`src/rtl/pfc_pkg.sv`:
```
package pfc_pkg;

    localparam int COMP_W = 8;
    localparam int ACC_W  = 20;

    typedef struct packed {
        logic [COMP_W-1:0] r;
        logic [COMP_W-1:0] g;
        logic [COMP_W-1:0] b;
    } rgb_t;

    typedef enum logic [3:0] {
        FMT_888 = 4'd0,
        FMT_666 = 4'd1,
        FMT_565 = 4'd2
    } out_fmt_e;

    typedef enum logic [1:0] {
        ORD_YUYV = 2'd0,
        ORD_YVYU = 2'd1,
        ORD_UYVY = 2'd2,
        ORD_VYUY = 2'd3
    } yuv_order_e;

    // matrix weights, 8 fractional bits
    localparam int K_LUMA    = 298;
    localparam int K_RV_SD   = 409;
    localparam int K_GU_SD   = 100;
    localparam int K_GV_SD   = 208;
    localparam int K_BU_SD   = 516;
    localparam int K_RV_HD   = 459;
    localparam int K_GU_HD   = 55;
    localparam int K_GV_HD   = 136;
    localparam int K_BU_HD   = 541;
    localparam int K_ROUND   = 128;

    function automatic logic [COMP_W-1:0] clamp_comp(input logic signed [ACC_W-1:0] acc);
        logic [COMP_W-1:0] res;
        if (acc[ACC_W-1]) begin
            res = '0;
        end else if (|acc[ACC_W-2:16]) begin
            res = '1;
        end else begin
            res = acc[15:8];
        end
        return res;
    endfunction

endpackage

```
`src/rtl/pfc_unpack.sv`:
```
module pfc_unpack
    import pfc_pkg::*;
#(
    parameter int WORD_W = 64,
    parameter int IDX_W  = $clog2(WORD_W/16)
) (
    input  logic [WORD_W-1:0] word,
    input  logic [IDX_W-1:0]  idx,
    input  logic              narrow_rgb,
    input  logic [1:0]        order,
    input  logic              rev,
    output rgb_t              rgb_raw,
    output logic [COMP_W-1:0] y_s,
    output logic [COMP_W-1:0] u_s,
    output logic [COMP_W-1:0] v_s
);

    localparam int N16 = WORD_W / 16;
    localparam int N32 = WORD_W / 32;
    localparam int GW  = $clog2(N32);

    logic [15:0] half_w [N16];
    logic [31:0] grp_w  [N32];

    for (genvar i = 0; i < N16; i++) begin : g_half
        assign half_w[i] = word[16*i +: 16];
    end
    for (genvar j = 0; j < N32; j++) begin : g_grp
        assign grp_w[j] = word[32*j +: 32];
    end

    logic [IDX_W-1:0] slot;
    logic [IDX_W-1:0] gsel;
    logic [31:0]      yg;
    logic [7:0]       bt [4];
    logic [7:0]       y0, y1;

    always_comb begin
        slot = rev ? (IDX_W'(N16 - 1) - idx) : idx;
        gsel = slot >> 1;
        yg   = grp_w[gsel[GW-1:0]];
        for (int k = 0; k < 4; k++) begin
            bt[k] = yg[8*k +: 8];
        end
        case (order)
            ORD_YUYV: begin y0 = bt[0]; u_s = bt[1]; y1 = bt[2]; v_s = bt[3]; end
            ORD_YVYU: begin y0 = bt[0]; v_s = bt[1]; y1 = bt[2]; u_s = bt[3]; end
            ORD_UYVY: begin u_s = bt[0]; y0 = bt[1]; v_s = bt[2]; y1 = bt[3]; end
            default:  begin v_s = bt[0]; y0 = bt[1]; u_s = bt[2]; y1 = bt[3]; end
        endcase
        y_s = slot[0] ? y1 : y0;
    end

    logic [15:0] hw;
    logic [31:0] ww;

    always_comb begin
        hw = half_w[idx];
        ww = grp_w[idx[GW-1:0]];
        if (narrow_rgb) begin
            rgb_raw.r = {hw[15:11], 3'b000};
            rgb_raw.g = {hw[10:5],  2'b00};
            rgb_raw.b = {hw[4:0],   3'b000};
        end else begin
            rgb_raw.r = ww[23:16];
            rgb_raw.g = ww[15:8];
            rgb_raw.b = ww[7:0];
        end
    end

endmodule

```
`src/rtl/pfc_csc.sv`:
```
module pfc_csc
    import pfc_pkg::*;
(
    input  logic [COMP_W-1:0] y_s,
    input  logic [COMP_W-1:0] u_s,
    input  logic [COMP_W-1:0] v_s,
    input  logic              hd,
    output rgb_t              rgb
);

    logic signed [ACC_W-1:0] c_t, d_t, e_t;
    logic signed [ACC_W-1:0] k_rv, k_gu, k_gv, k_bu;
    logic signed [ACC_W-1:0] luma, acc_r, acc_g, acc_b;

    always_comb begin
        c_t = $signed({{(ACC_W-COMP_W){1'b0}}, y_s}) - ACC_W'(16);
        d_t = $signed({{(ACC_W-COMP_W){1'b0}}, u_s}) - ACC_W'(128);
        e_t = $signed({{(ACC_W-COMP_W){1'b0}}, v_s}) - ACC_W'(128);
        k_rv = hd ? ACC_W'(K_RV_HD) : ACC_W'(K_RV_SD);
        k_gu = hd ? ACC_W'(K_GU_HD) : ACC_W'(K_GU_SD);
        k_gv = hd ? ACC_W'(K_GV_HD) : ACC_W'(K_GV_SD);
        k_bu = hd ? ACC_W'(K_BU_HD) : ACC_W'(K_BU_SD);
        luma  = ACC_W'(K_LUMA) * c_t + ACC_W'(K_ROUND);
        acc_r = luma + k_rv * e_t;
        acc_g = luma - k_gu * d_t - k_gv * e_t;
        acc_b = luma + k_bu * d_t;
        rgb.r = clamp_comp(acc_r);
        rgb.g = clamp_comp(acc_g);
        rgb.b = clamp_comp(acc_b);
    end

endmodule

```
`src/rtl/pfc_pack.sv`:
```
module pfc_pack
    import pfc_pkg::*;
(
    input  rgb_t        rgb,
    input  logic [3:0]  fmt,
    output logic [3*COMP_W-1:0] pix
);

    always_comb begin
        case (fmt)
            FMT_666: pix = {6'd0, rgb.r[7:2], rgb.g[7:2], rgb.b[7:2]};
            FMT_565: pix = {8'd0, rgb.r[7:3], rgb.g[7:2], rgb.b[7:3]};
            default: pix = {rgb.r, rgb.g, rgb.b};
        endcase
    end

endmodule

```
`src/rtl/pix_fmt_conv.sv`:
```
module pix_fmt_conv
    import pfc_pkg::*;
#(
    parameter int WORD_W = 64
) (
    input  logic              clk,
    input  logic              rst_n,
    input  logic [3:0]        cfg_fmt,
    input  logic              cfg_yuv,
    input  logic [1:0]        cfg_order,
    input  logic              cfg_rev,
    input  logic              cfg_bt709,
    input  logic              in_valid,
    output logic              in_ready,
    input  logic [WORD_W-1:0] in_word,
    output logic              out_valid,
    input  logic              out_ready,
    output logic [23:0]       out_pix
);

    localparam int N16   = WORD_W / 16;
    localparam int N32   = WORD_W / 32;
    localparam int IDX_W = $clog2(N16);
    localparam int PIX_W = 3 * COMP_W;

    typedef struct packed {
        logic [WORD_W-1:0] word;
        logic              word_vld;
        logic [IDX_W-1:0]  idx;
        logic              out_vld;
        logic [PIX_W-1:0]  pix;
    } state_t;

    state_t st_d, st_q;

    logic              narrow_rgb;
    logic [IDX_W-1:0]  last_idx;
    rgb_t              raw_rgb, yuv_rgb, sel_rgb;
    logic [COMP_W-1:0] y_s, u_s, v_s;
    logic [PIX_W-1:0]  packed_pix;
    logic              advance, at_last;
    logic              word_held;

    assign narrow_rgb = (cfg_fmt == FMT_565);
    assign last_idx   = (cfg_yuv || narrow_rgb) ? IDX_W'(N16 - 1) : IDX_W'(N32 - 1);

    pfc_unpack #(.WORD_W(WORD_W), .IDX_W(IDX_W)) i_unpack (
        .word       (st_q.word),
        .idx        (st_q.idx),
        .narrow_rgb (narrow_rgb),
        .order      (cfg_order),
        .rev        (cfg_rev),
        .rgb_raw    (raw_rgb),
        .y_s        (y_s),
        .u_s        (u_s),
        .v_s        (v_s)
    );

    pfc_csc i_csc (
        .y_s (y_s),
        .u_s (u_s),
        .v_s (v_s),
        .hd  (cfg_bt709),
        .rgb (yuv_rgb)
    );

    assign sel_rgb = cfg_yuv ? yuv_rgb : raw_rgb;

    pfc_pack i_pack (
        .rgb (sel_rgb),
        .fmt (cfg_fmt),
        .pix (packed_pix)
    );

    assign advance  = st_q.word_vld && (!st_q.out_vld || out_ready);
    assign at_last  = (st_q.idx == last_idx);
    assign in_ready = !st_q.word_vld || (advance && at_last);

    always_comb begin
        st_d = st_q;
        if (advance) begin
            st_d.out_vld = 1'b1;
            st_d.pix     = packed_pix;
            if (at_last) begin
                st_d.word_vld = 1'b0;
                st_d.idx      = '0;
            end else begin
                st_d.idx = st_q.idx + IDX_W'(1);
            end
        end else if (out_ready) begin
            st_d.out_vld = 1'b0;
        end
        if (in_valid && in_ready) begin
            st_d.word     = in_word;
            st_d.word_vld = 1'b1;
            st_d.idx      = '0;
        end
    end

    always_ff @(posedge clk) begin
        if (!rst_n) begin
            st_q <= '0;
        end else begin
            st_q <= st_d;
        end
    end

    assign out_valid = st_q.out_vld;
    assign out_pix   = st_q.pix;
    assign word_held = st_q.word_vld;

endmodule

```
`config.mk`:
```
export PLATFORM = sky130hd
export DESIGN_NAME = pix_fmt_conv
export DESIGN_NICKNAME = d
export VERILOG_FILES = /design/src/rtl/pfc_pkg.sv /design/src/rtl/pfc_unpack.sv /design/src/rtl/pfc_csc.sv /design/src/rtl/pfc_pack.sv /design/src/rtl/pix_fmt_conv.sv
export SDC_FILE = /design/constraint.sdc
export NUM_CORES = 1
export LEC_CHECK = 0
export BUFFER_PORTS_ARGS = -buffer_cell sky130_fd_sc_hd__buf_2
export CORE_ASPECT_RATIO = 1.2
export CORE_UTILIZATION = 58
export DETAILED_ROUTE_END_ITERATION = 8
export GPL_TIMING_DRIVEN = 0
export PLACE_DENSITY = 0.8
export SKIP_CTS_REPAIR_TIMING = 1
export SYNTH_ARGS = -nofsm -noshare
export SYNTH_HDL_FRONTEND = slang
export SYNTH_SLANG_ARGS = --single-unit
```
`constraint.sdc`:
```
create_clock -name clk -period 9.73 [get_ports clk]
set_input_delay 0.4865 -clock clk [delete_from_list [all_inputs] [get_ports clk]]
set_output_delay 0.4865 -clock clk [all_outputs]
set_load 0.02 [all_outputs]
```
## After elaboration in Yosys (flattened, before gate mapping)

Index checks and enable logic that the tools add are counted.

- Register bits: 92
- Bits in latches: 0
- Bits in writable memories: 0
- Bits in read-only memories: 0
- Input port bits: 77
- Output and inout port bits: 26
- Word-level logic and storage cells: 85
- Memories kept: 0

- Add/subtract/negate cells: 10
- Multiply operators: 5
- Div/mod/pow operators: 0
- Order comparisons: 3
- Eq/ne operators: 5
- Shift operators: 0
- Multiplexer cells: 35
- Bitwise operators: 4
- Reductions and logical operators: 18

Operator list:

| kind | number |
|---|---|
| $mux W24 | 5 |
| $mux W32 | 3 |
| $mul A20 B20 Y20 | 4 |
| $mux W8 | 9 |
| $pmux W24 S2 | 1 |
| $pmux W8 S3 | 2 |
| $add A20 B20 Y20 | 2 |
| $sub A20 B20 Y20 | 2 |
| $bmux W16 S2 | 1 |
| $mux W16 | 2 |
| $mux W7 | 3 |
| $add A20 B9 Y20 const B | 1 |
| $mul A9 B20 Y19 const A | 1 |
| $sub A8 B8 Y9 const B | 2 |
| $reduce_or A3 Y1 | 3 |
| $sub A8 B5 Y9 const B | 1 |
| $mux W2 | 3 |
| $mux W3 | 2 |
| $reduce_bool A2 Y1 | 3 |
| $mux W5 | 1 |
| $eq A4 B1 Y1 const B | 1 |
| $eq A4 B2 Y1 const B | 1 |
| $ge A2 B2 Y1 const B | 2 |
| $not A1 Y2 | 2 |
| other kinds (15) | 23 |

## Logic depth before layout (Yosys ltp)

Gate-level depths: netlist of run 1.

- Word-level depth: 18
- Depth in mapped cells: 40
- Mapped depth without buffers: 37

## By module

Synthesis of run 1 repeated with hierarchy kept, for this count alone.

- Cell total of the unflattened synthesis: 1787
- Area, all modules: 16813.6 sq um

By module, submodules not included:

| module | times used | cells each | area each (sq um) | sequential area each (sq um) |
|---|---|---|---|---|
| pfc_csc | 1 | 1129 | 10497.6 | 0.0 |
| pix_fmt_conv | 1 | 332 | 3641.0 | 1841.8 |
| pfc_unpack | 1 | 261 | 2243.4 | 0.0 |
| pfc_pack | 1 | 65 | 431.7 | 0.0 |

## Worst setup path after synthesis of run 1

OpenSTA, ideal clock, no wires.

- Kind: input to register
- Start point: input cfg_rev
- End point: register st_q (netlist bit out_pix[1])
- Setup time: 74 ps
- Arrival time: 9590 ps
- Data required time: 9656 ps
- Slack: 65 ps
- Cell stages on the path: 40
- Buffers on the path: 3
- Cell sequence: buf_6 > xnor2_4 > buf_1 > mux2i_1 > mux4_2 > ha_1 > nor2b_1 > o21ai_1 > o32ai_2 > clkbuf_1 > ha_1 > ha_1 > inv_1 > fa_1 > fa_1 > inv_1 > ha_1 > o21ai_0 > [... 4 more ...] > nor2_1 > xor2_1 > inv_1 > fa_1 > inv_1 > ha_1 > ha_1 > o21ai_0 > nand2b_1 > and3_1 > o31a_1 > or3_1 > o32ai_1 > a311oi_2 > xor2_1 > nand2_1 > o311a_1 > a31oi_1

- Word-level cells in the longest chain between the ends: 16
- Elaborated cells on any way between the ends: 20
- Those cells by class: add/sub: 4; mul: 2; mux: 12; bitwise: 1; reduce/logical: 1

RTL lines:

| item | RTL line | RTL |
|---|---|---|
| from (decl) | pix_fmt_conv.sv:11 | `input logic cfg_rev,` |
| $mux W2 (*) | pfc_unpack.sv:39 | `slot = rev ? (IDX_W'(N16 - 1) - idx) : idx;` |
| $not A1 Y2 (not written as such) | pfc_unpack.sv:41 | `yg = grp_w[gsel[GW-1:0]];` |
| $mux W32 (not written as such) (3 in series) | pfc_unpack.sv:41 |  |
| $mux W8 | pfc_unpack.sv:45 | `case (order)` |
| $mux W8 | pfc_unpack.sv:51 | `y_s = slot[0] ? y1 : y0;` |
| $sub A8 B5 Y9 | pfc_csc.sv:16 | `c_t = $signed({{(ACC_W-COMP_W){1'b0}}, y_s}) - ACC_W'(16);` |
| $mul A9 B20 Y19 | pfc_csc.sv:23 | `luma = ACC_W'(K_LUMA) * c_t + ACC_W'(K_ROUND);` |
| $add A20 B9 Y20 | pfc_csc.sv:23 |  |
| $add A20 B20 Y20 (*) | pfc_csc.sv:26 | `acc_b = luma + k_bu * d_t;` |
| $reduce_or A3 Y1 | pfc_pkg.sv:41 | `end else if (\|acc[ACC_W-2:16]) begin` |
| $mux W8 | pfc_pkg.sv:41 |  |
| $mux W8 (*) | pfc_pkg.sv:39 | `if (acc[ACC_W-1]) begin` |
| $mux W24 (*) | pix_fmt_conv.sv:67 | `assign sel_rgb = cfg_yuv ? yuv_rgb : raw_rgb;` |
| $pmux W24 S2 (*) | pfc_pack.sv:10 | `case (fmt)` |
| to (signal assigned) | pix_fmt_conv.sv:104 | `st_q <= st_d;` |
| to (decl) | pix_fmt_conv.sv:34 | `state_t st_d, st_q;` |

Every way passes the cells marked *; elsewhere a longest branch is shown, timed or not. The select of a mux whose other input is x is not followed.
A chain may end at the register's enable or synchronous reset.

## Worst setup path in the final report of run 1

- Start point: register st_q[26] in the netlist's numbering
- End point: register st_q (netlist bit out_pix[3])

- Word-level cells in the longest chain between the ends: 17
- Elaborated cells on any way between the ends: 26
- Those cells by class: add/sub: 5; mul: 2; mux: 16; bitwise: 2; reduce/logical: 1

RTL lines:

| item | RTL line |
|---|---|
| $sub A2 B2 Y2 | pfc_unpack.sv:39 |
| $mux W2 | pfc_unpack.sv:39 |
| $not A1 Y2 (not written as such) | pfc_unpack.sv:41 |
| $mux W32 (not written as such) (3 in series) | pfc_unpack.sv:41 |
| $mux W8 | pfc_unpack.sv:45 |
| $mux W8 | pfc_unpack.sv:51 |
| $sub A8 B5 Y9 | pfc_csc.sv:16 |
| $mul A9 B20 Y19 | pfc_csc.sv:23 |
| $add A20 B9 Y20 | pfc_csc.sv:23 |
| $add A20 B20 Y20 | pfc_csc.sv:26 |
| $reduce_or A3 Y1 | pfc_pkg.sv:41 |
| $mux W8 | pfc_pkg.sv:41 |
| $mux W8 | pfc_pkg.sv:39 |
| $mux W24 (*) | pix_fmt_conv.sv:67 |
| $pmux W24 S2 (*) | pfc_pack.sv:10 |

Marks and branches as above.

==> results of run 1 <==
==> critical path, delay by kind of cell (launching register included) <==
kind            cells  cell delay (ns)
fa+ha+maj           9             3.27
compound gates      8             1.44
xor+xnor            5             1.41
simple gates        6             1.28
buf+inv             9             1.11
mux                 2             0.69
flops               1             0.35
==> logic make-up (layout without fill, tap and decap cells) <==
kind of cell / after synthesis / in the layout / synth area share
simple gates: 430 / 430 / 0.1173
fa+ha+maj: 421 / 421 / 0.3855
compound gates: 401 / 401 / 0.1652
buf+inv: 385 / 546 / 0.08772
mux: 105 / 105 / 0.09426
flops: 92 / 92 / 0.1095
xor+xnor: 72 / 73 / 0.03995
other cells: 2 / 9 / 0.0004466
==> final cells by class <==
type / count / area, um^2 / share of cell area
multi-input cells: 1439 / 14150 / 0.7396
well taps: 379 / 474.2 / 0.02479
clock buffers: 9 / 225.2 / 0.01177
clock inverters: 7 / 68.82 / 0.003597
plain buffers: 69 / 331.6 / 0.01733
repair buffers: 146 / 852.1 / 0.04454
flip-flops and latches: 92 / 1843 / 0.09634
inverters: 315 / 1186 / 0.06201
==> synthesized netlist by cell type, types with 4 or more instances <==
| cell type | count |
|---|---|
| sky130_fd_sc_hd__xor2_1 | 29 |
| sky130_fd_sc_hd__nor2_1 | 87 |
| sky130_fd_sc_hd__a21boi_0 | 72 |
| sky130_fd_sc_hd__o21bai_1 | 6 |
| sky130_fd_sc_hd__o22ai_1 | 4 |
| sky130_fd_sc_hd__nand3b_1 | 4 |
| sky130_fd_sc_hd__clkbuf_1 | 53 |
| sky130_fd_sc_hd__xnor2_1 | 40 |
| sky130_fd_sc_hd__a211oi_1 | 28 |
| sky130_fd_sc_hd__dfxtp_1 | 92 |
| sky130_fd_sc_hd__mux2_2 | 11 |
| sky130_fd_sc_hd__a22oi_1 | 6 |
| sky130_fd_sc_hd__ha_1 | 259 |
| sky130_fd_sc_hd__o21ai_0 | 71 |
| sky130_fd_sc_hd__a32oi_1 | 4 |
| sky130_fd_sc_hd__fa_1 | 162 |
| sky130_fd_sc_hd__a21o_1 | 30 |
| sky130_fd_sc_hd__a31o_2 | 6 |
| sky130_fd_sc_hd__nand2b_1 | 11 |
| sky130_fd_sc_hd__inv_1 | 312 |
| sky130_fd_sc_hd__or2_2 | 12 |
| sky130_fd_sc_hd__nand2_1 | 197 |
| sky130_fd_sc_hd__mux2i_1 | 52 |
| sky130_fd_sc_hd__o211ai_1 | 9 |
| sky130_fd_sc_hd__a21oi_1 | 77 |
| sky130_fd_sc_hd__mux4_2 | 39 |
| sky130_fd_sc_hd__and2_1 | 17 |
| sky130_fd_sc_hd__and3_1 | 12 |
| sky130_fd_sc_hd__buf_1 | 10 |
| sky130_fd_sc_hd__a221oi_1 | 6 |
| sky130_fd_sc_hd__nand3_1 | 30 |
| sky130_fd_sc_hd__o21a_1 | 10 |
| sky130_fd_sc_hd__nand4_1 | 10 |
| sky130_fd_sc_hd__nor2b_1 | 12 |
| sky130_fd_sc_hd__a211o_1 | 5 |
| sky130_fd_sc_hd__or3_1 | 8 |
| sky130_fd_sc_hd__a31oi_1 | 19 |
| sky130_fd_sc_hd__nor3_1 | 13 |
==> stage by stage <==
step / TNS (ns) / std cells
2_1_floorplan: 0 / 1915
3_3_place_gp: -42.57 / 2392
3_5_place_dp: -45.75 / 2393
4_1_cts: -41.18 / 2409
5_1_grt: -2.958 / 2456
6_report: 0 / 2456
==> routing by layer <==
layer  vias to the layer above  global-route usage
li1                       6823                   -
met1                      7220              0.4442
met2                       793              0.6079
met3                       216             0.02898
met4                         0              0.2483
met5                         -                   0
==> flip-flops by register name (all words and copies together), names as in the netlist <==
| register | count |
|---|---|
| out_pix | 24 |
| word_held | 1 |
| out_valid | 1 |
| st_q | 66 |
==> final timing paths <==
path	to	slack [ns]
worst max-delay path	out_pix[3]	0.09
worst min-delay path	st_q[57]	0.37
worst max register to register	out_pix[3]	0.09
worst min register to register	out_pix[18]	0.47
==> results.md, run 1 <==
CTS:
- Clock latency on the worst-skew pair, taken at its later pin, is 0.35 ns.
- Clock-pin slew was measured on the worst setup and hold paths at 0.08 ns.
- In this run the clock root is driven by a sky130_fd_sc_hd__clkbuf_16.
- The clock net sink count is 92.
- TritonCTS built the clock tree.
- The number of CTS-inserted buffers is 9.
- The H-tree generated during clock tree synthesis spans 3 levels.
- The clock passes through at most 2 buffers.

Detailed routing:
- After detailed routing, the number of remaining DRC violations is 0.
- The detail-routed net length per standard cell is 21.91 um.
- The detailed router put a total of 20570 um of wire on met1.
- The DRC marker count from the first detailed-route iteration is 1446.
- The routed layout has 15052 vias.
- The routed length on met2 is 25610 um.
- The highest metal layer with signal wires is met4.
- The first detailed-routing pass took 8 iterations.
- The routed design uses 3152 um of met3 wire.
- Once detail routing completed, the nets flagged for antenna violations numbered 0.
- The routed design has 53800 um of wire.
- Dividing the detail-routed via count by the number of cells gives 6.129.

Logic synthesis:
- Yosys mapped a number of flops with a built-in enable equal to 0.
- Counting every instance in the synthesized netlist gives 1908.
- By area the synthesized netlist is led by sky130_fd_sc_hd__fa_1 19%, sky130_fd_sc_hd__ha_1 19%, sky130_fd_sc_hd__dfxtp_1 11%.
- In the synthesized netlist the async set-or-reset flop fraction comes to 0.
- The part of the Yosys area used for sequential elements is 0.1095.
- The post-synth design cell area is 16820 um^2.
- The synthesis-stage register bit count is 92.
- The Yosys step of the flow raised 0 warnings.
- The average instance in the mapped netlist occupies 8.814 um^2.
- Of the post-synthesis cell area, the dominant cell type holds 0.1928.
- The cell type with the highest aggregate area in the netlist is sky130_fd_sc_hd__fa_1.
- The flip-flop cell with the highest count after synthesis is sky130_fd_sc_hd__dfxtp_1.
- The distinct cell type count after synthesis is 93.

Worst hold path:
- The min-delay analysis places its worst path in the category in -> reg.
- The launch instance of the worst min-delay path is in_word[29].
- The number of stages on the worst hold path is 3.

Timing:
- The post-layout worst setup margin is 0.09132 ns.
- Counting I/O delays and the setup requirement, the final critical path takes 9.639 ns.
- The number of hold violations in the final report is 0.
- The worst pin sits at a relative slew slack of 0.1211.
- The count of endpoints failing setup in the final report is 0.
- The ratio of final minimum period to clock period is 0.9906.
- The total count of max-transition violations in the final report came to 0.
- The maximum operating frequency is 103.7 MHz.
- The clock skew is 0.01671 ns.
- At the pin with the least slew margin, the transition time is 1.300 ns.
- The worst hold margin is 0.3718 ns.
- Setup repair after global routing could not meet its margin everywhere.

GRT:
- The via count of the first global-routing pass was 14623.
- Global routing finished with a remaining overflow of 0.
- The number of antenna violations at the first check in global routing is 0.
- The first global-routing pass estimated 80940 um of wire.
- The largest net degree at the start of global routing is 19.
- Across every metal layer, demand over resource in global routing totals 0.3637.

Finish:
- The number of fill cells is 2258.
- The area added between synthesis and finish is 13.75%.
- After routing the design area is 19130 um^2.
- In the layout the commonest cells are 310 x sky130_fd_sc_hd__inv_1, 249 x sky130_fd_sc_hd__ha_1, 196 x sky130_fd_sc_hd__nand2_1.
- The proportion of layout cells with a drive suffix above 1 is 0.1637.
- The repair_antennas step left the layout with diodes totalling 0.
- The most frequent standard cell in the layout excluding fill and tap cells is sky130_fd_sc_hd__inv_1.
- Once layout is complete, the utilization of the core stands at 0.6771.
- The number of nets in the layout is 2570.

Floorplan:
- Pin placement for this block handled 103 I/O pins.
- Row generation in the floorplan step produced 67 rows.
- The core area is 28250 um^2.
- The y dimension of the die is 188.5 um.
- The x dimension of the die is 157.4 um.
- The die area is 29680 um^2.
- The initial utilization of the core area, before any placement, comes to 0.5953.

Worst setup path:
- The kind of end point of the critical path is a register.
- For this design, the slowest cell found on the critical path is sky130_fd_sc_hd__mux4_2.
- The critical path is of the reg -> reg type.
- The largest fanout of any net on the critical path is 10.
- The number of cell instances on the worst register-to-register path is 39.
- The critical path starts at st_q[26].
- For the worst setup path, the data arrival time is 9.92 ns.
- The worst register-to-register path begins at st_q[26].
- On the worst path, the slowest cell contributes a delay of 0.58 ns.
- For the worst setup path, the data required time is 10.01 ns.
- STA classifies the critical path startpoint as a register.

Placement:
- Once placement finished, the instance area stood at 17820 um^2.
- The number of port buffers is 98.
- The half-perimeter wire length after placement is 44300 um.
- At the end of routability-driven placement, the weighted congestion stood at 1.022.
- The worst slack after detailed placement is -2.076 ns.

Flow run:
- Across the run, the number of max-cap violations was 0.

Run status:
- The flow ran to the end, and the final reports show no timing, DRC or antenna violations.
Power of run 1 is not shown: default switching activity piles up to over one toggle a cycle in this logic, so the estimate is an artifact.
==> inputs of run 2 (changes only) <==
- CORE_UTILIZATION: 58 -> 60
- PLACE_DENSITY: 0.8 -> 0.79
- clock period: 9.73 -> 10.2 ns (I/O delays scaled with it)
==> run 2 against run 1 <==
Effect of this change: die area shrank 3.3%; wire length is 0.24% higher; clock skew is 0.0059 ns lower.
==> results.md, run 2 (synthesized netlist as in run 1, its figures left out) <==
CTS:
- The H-tree depth was 3 (unchanged).
- The clock edge transition at the registers on the reported setup and hold paths was 0.07 ns (about the same).
- The clock tree buffer depth was 2 (unchanged).
- The clock net sink count is 92 (unchanged).
- The clock network latency to the later pin of the worst-skew pair is 0.35 ns (about the same).
- The clock tree root buffer cell is sky130_fd_sc_hd__clkbuf_16.
- TritonCTS built the clock tree.
- The number of CTS-inserted buffers is 9 (unchanged).

Timing:
- The worst hold margin was 0.3956 ns (+0.02382 ns).
- The slew of the pin with the lowest slew margin was 1.335 ns (+0.03541 ns).
- The worst slew slack as a fraction of its limit is 0.1015 (-0.01961).
- The number of hold violations in the final report is 0 (unchanged).
- The count of endpoints failing setup in the final report was 0 (unchanged).
- The minimum period implied by the final worst setup slack is 10.02 ns (+0.3766 ns).
- The maximum operating frequency is 99.85 MHz (-3.8%).
- The clock skew is 0.01082 ns (-0.005892 ns).
- The total count of max-transition violations in the final report was 0 (unchanged).
- The ratio of final minimum period to clock period is 0.9819 (-0.008724).

Finish:
- The count of non-filler cells in the finished layout came to 2423 (-1.3%).
- The proportion of layout cells with a drive suffix above 1 is 0.1410 (-0.02265).
- The top cell types in the final layout, fill and taps aside, are 311 x sky130_fd_sc_hd__inv_1, 257 x sky130_fd_sc_hd__ha_1, 196 x sky130_fd_sc_hd__nand2_1.
- The number of fill cells is 2206 (-2.3%).
- The register ranked first by flip-flop count is st_q.
- The most frequent standard cell in the layout excluding fill and tap cells is sky130_fd_sc_hd__inv_1.
- The number of nets in the layout is 2542 (-1.1%).
- The area of all placed cells without fillers came to 18760 um^2 (-2.0%).
- The flip-flop count of the largest register, all copies and words added is 66 (unchanged).
- The number of antenna repair diodes is 0 (unchanged).
- The area added between synthesis and finish is 11.52%.
- The fraction of the core area covered by cells at the end of the flow is 0.6862 (+0.009033).

Placement:
- The weighted congestion at the end of routability-driven global placement came to 1.008 (-1.3%).
- The cell total after placement is 2387 (-0.25%).
- The number of port buffers is 98 (unchanged).
- The post-placement cell area came to 17810 um^2 (about the same).
- The half-perimeter wire length after placement is 45670 um (+3.1%).

Worst setup path:
- The largest incremental delay on the critical path is 0.59 ns (about the same).
- The critical path required time is 10.42 ns (+0.41 ns).
- The arrival time at the worst endpoint is 10.24 ns (+0.32 ns).
- The kind of end point of the critical path is a register.
- The largest fanout of any net on the critical path was 10 (unchanged).
- The kind of start point of the critical path is a register.
- The critical-path cell with the highest stage delay is sky130_fd_sc_hd__fa_1.
- The critical path is of the reg -> reg type.
- The number of buffers and inverters on the critical path came to 7 (-2).
- Counting stages on the worst path, the most repeated cell is sky130_fd_sc_hd__ha_1.
- The cell family contributing the most delay on the critical path is adder cells.

Worst hold path:
- The min-delay analysis places its worst path in the category in -> reg.

Detailed routing:
- The DRC marker count from the first detailed-route iteration was 1203 (-17%).
- The number of vias after detailed routing was 14695 (-2.4%).
- The via density per instance is 6.065 (-1.0%).
- The routed wire length was 53930 um (+0.24%).
- The final routed DRC violation total is 0 (unchanged).
- The number of detailed-routing iterations run before antenna repair is 5 (-3).
- The detail-routed net length per standard cell came to 22.26 um (+1.6%).
- The post-route antenna net violation count came to 0 (unchanged).

GRT:
- The number of antenna violations at the first check in global routing was 0 (unchanged).
- The wire length of the first global-routing pass was 82200 um (+1.6%).
- The overall global routing resource usage is 0.3834 (+0.01969).
- The residual overflow from global routing is 0 (unchanged).
- The largest net degree at the start of global routing is 17 (-2).
- The via count of the first global-routing pass came to 14656 (+0.23%).

Floorplan:
- The die area is 28700 um^2 (-3.3%).
- The core area is 27330 um^2 (-3.2%).
- The y dimension of the die is 185.4 um (-1.7%).
- The x dimension of the die is 154.8 um (-1.7%).
- The I/O pin total is 103 (unchanged).
- The number of rows in the core area is 66 (-1.5%).
- The initial core utilization was 0.6153 (+0.01997).

Run status:
- The run finished with clean final reports.

Flow run:
- The number of maximum-capacitance constraint violations came to 0 (unchanged).
[run 2: changes by cell type in the layout (fill, tap and decap cells not counted), moves of 4 or more]
cell	delta
sky130_fd_sc_hd__ha_1	+8
sky130_fd_sc_hd__ha_4	-4
sky130_fd_sc_hd__buf_4	-27
sky130_fd_sc_hd__ha_2	-4
sky130_fd_sc_hd__a211oi_1	+4
sky130_fd_sc_hd__mux2i_2	+4
sky130_fd_sc_hd__a211oi_2	-4
[run 2: worst paths after layout]
kind / startpoint / to / slack (ns) / depth (start not counted)
worst max-delay path: st_q[26] / out_pix[11] / 0.18 / 36
worst min-delay path: in_word[15] / st_q[43] / 0.40 / 3
worst max register to register: st_q[26] / out_pix[11] / 0.18 / 36
worst min register to register: out_pix[23] / out_pix[23] / 0.46 / 2
[run 2: area by class of cell]
class	count	area, um^2	share of cell area
Buffer	69	324.1	0.01728
Clock buffer	10	229.0	0.01221
Clock inverter	6	71.32	0.003803
Inverter	315	1186	0.06324
Multi-Input combinational cell	1439	13990	0.7461
Sequential cell	92	1843	0.09827
Tap cell	374	467.9	0.02495
Timing Repair Buffer	118	640.6	0.03416
[run 2: routing by layer]
metal  vias up  GRT usage  wire, um
met4         0     0.2539      4079
li1       6776          -         -
met3       187    0.03159      2698
met1      7119     0.4585     21180
met2       613     0.6630     25970
met5         -          0         0
[run 2: worst register-to-register path: cells and delay by family, from the launching register on]
family | cells | cell delay [ns]
buffers and inverters | 7 | 1.08
AND/OR/NAND/NOR | 6 | 1.81
flip-flops | 1 | 0.40
multiplexers | 2 | 0.76
XOR/XNOR | 5 | 1.04
AO/OA/AOI/OAI | 8 | 1.77
adder cells (fa/ha/maj) | 8 | 3.04
[run 2: per-stage QoR]
stage | TNS [ns] | setup WS (ns)
after floorplan | 0 | 0.5120
after global placement | -32.86 | -1.591
after detailed placement | -35.30 | -1.732
after global routing | -1.974 | -0.1896
after CTS | -30.93 | -1.558
final | 0 | 0.1847
Power of run 2 is left out for the same reason.
